File: src/rtl/ctr_read_filter_pkg.sv
package ctr_read_filter_pkg;

    typedef enum logic {
        RF_IDLE = 1'b0,
        RF_WAIT = 1'b1
    } rf_state_e;

endpackage

File: src/rtl/ctr_sample_check.sv
module ctr_sample_check #(
    parameter int CNT_W = 64,
    parameter int LOW_W = 10
) (
    input  logic [CNT_W-1:0] sample_i,
    output logic             usable_o
);
    localparam logic [LOW_W-1:0] LOW_ONES  = '1;
    localparam logic [LOW_W-1:0] LOW_ZEROS = '0;

    logic [LOW_W-1:0] low_field;

    always_comb begin
        low_field = sample_i[LOW_W-1:0];
        usable_o  = (low_field != LOW_ONES) && (low_field != LOW_ZEROS);
    end
endmodule

File: src/rtl/ctr_sticky_flag.sv
module ctr_sticky_flag (
    input  logic clk,
    input  logic rst_n,
    input  logic set_i,
    input  logic clr_i,
    output logic flag_o
);
    logic flag_d, flag_q;

    always_comb begin
        flag_d = flag_q;
        if (clr_i) flag_d = 1'b0;
        if (set_i) flag_d = 1'b1;
    end

    always_ff @(posedge clk) begin
        if (!rst_n) flag_q <= 1'b0;
        else        flag_q <= flag_d;
    end

    assign flag_o = flag_q;
endmodule

File: src/rtl/ctr_read_filter.sv
module ctr_read_filter
    import ctr_read_filter_pkg::*;
#(
    parameter int CNT_W  = 64,
    parameter int LOW_W  = 10,
    parameter int BUDGET = 150
) (
    input  logic             clk,
    input  logic             rst_n,
    input  logic             rd_req_i,
    output logic             rd_ready_o,
    input  logic [CNT_W-1:0] cnt_i,
    output logic             rd_valid_o,
    output logic [CNT_W-1:0] rd_data_o,
    output logic             tmo_flag_o,
    input  logic             tmo_clr_i
);
    localparam int BUD_W = $clog2(BUDGET + 1);
    localparam logic [BUD_W-1:0] BUD_FULL = BUD_W'(BUDGET);
    localparam logic [BUD_W-1:0] BUD_LAST = BUD_W'(1);

    typedef struct packed {
        rf_state_e        state;
        logic [BUD_W-1:0] left;
        logic [CNT_W-1:0] data;
        logic             valid;
    } rf_regs_t;

    rf_regs_t r_d, r_q;

    logic             usable;
    logic             take_sample;
    logic [BUD_W-1:0] left_now;
    logic             tmo_set;

    ctr_sample_check #(
        .CNT_W (CNT_W),
        .LOW_W (LOW_W)
    ) i_check (
        .sample_i (cnt_i),
        .usable_o (usable)
    );

    always_comb begin
        r_d         = r_q;
        r_d.valid   = 1'b0;
        tmo_set     = 1'b0;
        take_sample = (r_q.state == RF_WAIT) || rd_req_i;
        left_now    = (r_q.state == RF_IDLE) ? BUD_FULL : r_q.left;

        if (take_sample) begin
            if (usable || (left_now <= BUD_LAST)) begin
                r_d.data  = cnt_i;
                r_d.valid = 1'b1;
                r_d.state = RF_IDLE;
                r_d.left  = '0;
                tmo_set   = !usable;
            end else begin
                r_d.state = RF_WAIT;
                r_d.left  = left_now - BUD_LAST;
            end
        end
    end

    always_ff @(posedge clk) begin
        if (!rst_n) begin
            r_q.state <= RF_IDLE;
            r_q.left  <= '0;
            r_q.data  <= '0;
            r_q.valid <= 1'b0;
        end else begin
            r_q <= r_d;
        end
    end

    ctr_sticky_flag i_tmo (
        .clk    (clk),
        .rst_n  (rst_n),
        .set_i  (tmo_set),
        .clr_i  (tmo_clr_i),
        .flag_o (tmo_flag_o)
    );

    assign rd_ready_o = (r_q.state == RF_IDLE);
    assign rd_valid_o = r_q.valid;
    assign rd_data_o  = r_q.data;
endmodule

File: config.mk
export PLATFORM = sky130hd
export DESIGN_NAME = ctr_read_filter
export DESIGN_NICKNAME = d
export VERILOG_FILES = /design/src/rtl/ctr_read_filter_pkg.sv /design/src/rtl/ctr_sample_check.sv /design/src/rtl/ctr_sticky_flag.sv /design/src/rtl/ctr_read_filter.sv
export SDC_FILE = /design/constraint.sdc
export NUM_CORES = 1
export LEC_CHECK = 0
export ABC_AREA = 1
export BUFFER_PORTS_ARGS = -buffer_cell sky130_fd_sc_hd__buf_2
export CORE_MARGIN = 5
export CORE_UTILIZATION = 51
export DETAILED_ROUTE_END_ITERATION = 7
export GPL_TIMING_DRIVEN = 0
export PLACE_DENSITY = 0.86
export SETUP_SLACK_MARGIN = 0.5
export SLEW_MARGIN = 40
export SYNTH_ARGS = -nofsm -noshare
export SYNTH_HDL_FRONTEND = slang
export SYNTH_HIERARCHICAL = 1
export SYNTH_SLANG_ARGS = --single-unit
File: constraint.sdc
create_clock -name clk -period 2.25 [get_ports clk]
set_input_delay 0.3375 -clock clk [delete_from_list [all_inputs] [get_ports clk]]
set_output_delay 0.3375 -clock clk [all_outputs]
set_load 0.05 [all_outputs]
**After elaboration in Yosys (flattened, before gate mapping)**

Index checks and enable logic that the tools add are counted.

- $add $sub $neg: 1
- $lt $le $gt $ge: 1
- Equal/unequal tests: 1
- Mux-type cells: 7
- Bitwise logic cells: 1
- Reductions and logical operators: 8

Operator list:

| operator | count |
|---|---|
| != test 10 bit (second input constant) | 1 |
| nonzero test 10 bit | 1 |
| two-way mux 9 bit | 1 |
| less-or-equal comparator 8 x 1 -> 1 bit (second input constant) | 1 |
| two-way mux 8 bit | 1 |
| subtractor 8 x 1 -> 8 bit (second input constant) | 1 |
| two-way mux 1 bit | 5 |
| AND reduction 2 bit | 2 |
| logical OR 1 bit | 2 |
| nonzero test 2 bit | 1 |
| logical AND 1 bit | 1 |
| logical NOT 1 bit | 1 |
| inverter 1 bit | 1 |

- Bits in registers: 75
- Bits of input ports: 68
- Word-level logic and storage cells: 24

**Longest topological paths before layout**

- Word-level depth: 6
- Mapped depth: 13
- Mapped depth without buffers: 11

**By module**

Netlist, hierarchy kept.

By module, submodules not included:

| module | times used | cells each | area each (µm²) | seq. area each (µm²) |
|---|---|---|---|---|
| ctr_read_filter | 1 | 576 | 3,891.2 | 1,481.4 |
| ctr_sample_check | 1 | 17 | 67.6 | 0.0 |
| ctr_sticky_flag | 1 | 6 | 43.8 | 20.0 |

**Worst setup path after synthesis**

No wires, ideal clock.

- Kind: reg-to-reg
- From: reg r_q[73] (netlist name)
- To: reg r_q (netlist bit rd_data_o[0])
- Setup time: 0.115 ns
- Arrival time: 1.460 ns
- Required time: 2.135 ns
- Path slack: 0.675 ns
- Stages on the path, launching flop included: 14
- Path buffers: 3
- Period minus slack after synthesis: 1.575 ns
- Cell sequence: dfxtp_1 -> buf_4 -> nand2_1 -> inv_1 -> ha_1 -> inv_1 -> nor2_1 -> nand2_1 -> nand3_2 -> buf_6 -> buf_4 -> nand3_1 -> nand2_1 -> nor2_1

- Longest elaborated chain between the ends: 4
- Elaborated cells on any way between the ends: 5
- Classes of those cells: order compare (1); mux (1); reduce/logical (3)

RTL lines:

| element | line | text |
|---|---|---|
| from (decl) | ctr_read_filter.sv:29 | `rf_regs_t r_d, r_q;` |
| from (signal assigned) | ctr_read_filter.sv:72 | `r_q <= r_d;` |
| two-way mux 8 bit | ctr_read_filter.sv:49 | `left_now = (r_q.state == RF_IDLE) ? BUD_FULL : r_q.left;` |
| less-or-equal comparator 8 x 1 -> 1 bit | ctr_read_filter.sv:52 | `if (usable \|\| (left_now <= BUD_LAST)) begin` |
| logical OR 1 bit | ctr_read_filter.sv:52 |  |
| AND reduction 2 bit (no line) (*) | -- |  |

Every way passes the cells marked *; elsewhere a longest branch is shown, timed or not.
A chain may end at the register's enable or synchronous reset.

**Worst setup path in the final report**

- From: reg r_q[73] (netlist name)
- To: reg r_q (netlist bit rd_data_o[15])

Same word-level chain as after synthesis.

==> out/qor.txt <==
Synth Area in Simple Gates: 27.23%
Post-synthesis sequential area ratio: 37.51%
Top Ports: 135
Unrepaired setup endpoints after global routing: yes
Clock latency on the worst-skew pair: 0.34 ns
Layout Cell Area excl Fill: 5419 µm²
WHS: 0.2221 ns
Vias per std cell: 4.799
Number of distinct library cells after synthesis: 21
DR WL/cell: 12.72 µm
CP arrival: 2.01 ns
VDD IR-drop max: 0.3290 mV
Post-Synth Adder-Cell Area: 0.3126%
Worst-margin pin slew: 0.6073 ns
Max Cap Viol: 0
WP data required: 2.49 ns
Multiplexer share of the synthesized area: 0%
CP endpoint kind: flip-flop
Grt ovf: 0
PortBufs: 134
Initial core utilization: 52.07%
Antenna cells: 0
XOR/XNOR Fraction of Synth Area: 0.4376%
Worst Skew: 0.007971 ns
Die Ht: 98.59 µm
Drt pass-1 iters: 5
Setup-failing EPs final: 0
Cells after Synth: 599
Main combinational cell family by area after synthesis: simple AND/OR/NAND/NOR gates
Syn Nets: 668
Syn_area_per_cell: 6.682 µm²
Final Hold Violating Endpoints: 0
Die ar.: 9720 µm²
Crit start category: flip-flop
Ys Warns: 6
Vias in the first global route: 3,713
Worst-path clk slew: 0.08 ns
Core outline area: 7687 µm²
First-pass GRT wire length: 16,610 µm
Syn Std Cell Area: 4003 µm²
# hold bufs at CTS: 0
Fillers: 659
Clk sinks: 75
Post-route setup TNS: 0 ns
Max transition margin: 59.51%
Static leakage: 3.094 nW
Initial antenna violation count: 0
Core Util, Final: 70.49%
Post-DRT Antenna Nets: 0
Area Overhead vs Synth: 35.39%
Slew Viols, Final: 0
Commonest non-fill, non-tap cell in the layout: buf_2
Post-Route WL: 10,950 µm
Tmin final: 1.774 ns
DR iter-0 viols: 182
Layout cells sized above 1: 36.63%
Kind of critical path: reg2reg
Fmax: 0.5637 GHz
Vias post-DR: 4,132
Row cnt: 32
CTS tree: done
Synth Register Bits: 75
Status: finished, final reports clean
Clk root buf: clkbuf_8
Pin count of the biggest net entering global routing: 13
Synth Area in Compound Gates: 9.347%
Pwr/cell area: 658.7 nW/µm²
# DRC: 0
DP Area: 4801 µm²
Nets: 823
Hold Crit Class: in2reg
Overall Global Routing Usage: 20.40%
H-tree levels: 3
Commonest non-fill, non-tap cells in the layout: 145 x buf_2, 89 x nand2_1, 83 x inv_1, 81 x nor2_1
Fin crit share: 78.84%
GP Congestion: 0.8300
Max clock buf depth: 2
CP Max Fanout: 6
Final HPWL from detailed placement: 7510 µm
Die X-Extent: 98.59 µm
CTS buffer count: 9
## layout make-up
| class | count | area, µm² | share of cell area (%) |
|---|---|---|---|
| multi-input combinational | 337 | 1594 | 29.42 |
| sequential | 75 | 1503 | 27.73 |
| timing repair buffer | 144 | 853.3 | 15.75 |
| buffer | 101 | 758.2 | 13.99 |
| inverter | 86 | 322.8 | 5.957 |
| clock buffer | 12 | 165.2 | 3.048 |
| tap | 102 | 127.6 | 2.355 |
| clock inverter | 4 | 95.09 | 1.755 |
## path summary, 6_finish.rpt
check               startpoint  depth (start not counted)            end  slack, ns
setup reg to reg       r_q[73]                         11  rd_data_o[15]       0.48
hold / removal           rst_n                          3   i_tmo/flag_o       0.22
setup / recovery       r_q[73]                         11  rd_data_o[15]       0.48
hold reg to reg   i_tmo/flag_o                          2   i_tmo/flag_o       0.48
## state kept, by name, indices dropped and copies added (netlist names)
register      flops
rd_valid_o        1
rd_data_o        64
i_tmo/flag_o      1
r_q               9
## cell usage after synthesis
cell type | instances | share of area [%]
a21oi_2 | 1 | 0.22
nand3b_1 | 1 | 0.19
nand4_1 | 1 | 0.16
inv_1 | 86 | 8.1
nand3_2 | 1 | 0.25
nor2_1 | 85 | 8.0
dfxtp_1 | 75 | 38
o21ai_0 | 5 | 0.63
buf_4 | 75 | 14
xor2_1 | 1 | 0.22
nor2_2 | 2 | 0.31
o21ai_1 | 2 | 0.25
buf_1 | 6 | 0.56
nand3_1 | 77 | 9.6
clkbuf_1 | 6 | 0.56
buf_2 | 13 | 1.6
ha_1 | 1 | 0.31
nand2_1 | 93 | 8.7
buf_6 | 1 | 0.28
xnor2_1 | 1 | 0.22
a21oi_1 | 66 | 8.3
## report_power, final
group | internal [W] | leakage, nW | switching, W
Clock | 0.000827 | 0.133 | 0.000490
Sequential | 0.00141 | 0.622 | 0.0000445
Combinational | 0.000284 | 2.34 | 0.000517
Total | 0.00252 | 3.09 | 0.00105
## repair_timing
| item | CTS | global route |
|---|---|---|
| pin swaps | 1 | 6 |
| gates cloned | 1 | 5 |
| endpoints found under the setup margin | 70 | 71 |
| gates resized for setup | 5 | 51 |
| buffers inserted | 0 | 4 |
## metrics by stage
step | instances | power (W) | setup slack, ns
6_report | 861 | 0.003570 | 0.4761
5_1_grt | 861 | 0.003726 | 0.3470
4_1_cts | 852 | 0.003575 | 0.4925
3_5_place_dp | 835 | 0.002266 | 0.4078
3_3_place_gp | 835 | 0.002252 | 0.4453
2_1_floorplan | 599 | 0.002074 | 0.6752
## routing by layer
layer,vias to the layer above,wire (µm),track usage (%)
li1,2098,-,-
met1,1842,4533,26.51
met2,168,5354,34.01
met3,24,860,4.600
met4,0,205,5.882
met5,-,0,0
## cell families after synthesis
logic type	after synthesis
fa+ha+maj	1
xor+xnor	2
buf+inv	187
flops	75
simple gates	260
compound gates	74
## critical path, cell delays in order, from the launching register on
cell       delay, ns
dfxtp_2         0.37
buf_6           0.15
buf_6           0.11
nand3_1         0.09
nor2_2          0.18
nand2_2         0.10
nand3_4         0.15
clkbuf_16       0.18
clkbuf_16       0.13
nand3_1         0.08
nand2_1         0.08
nor2_1          0.04
(Power assumes the default switching activity.)
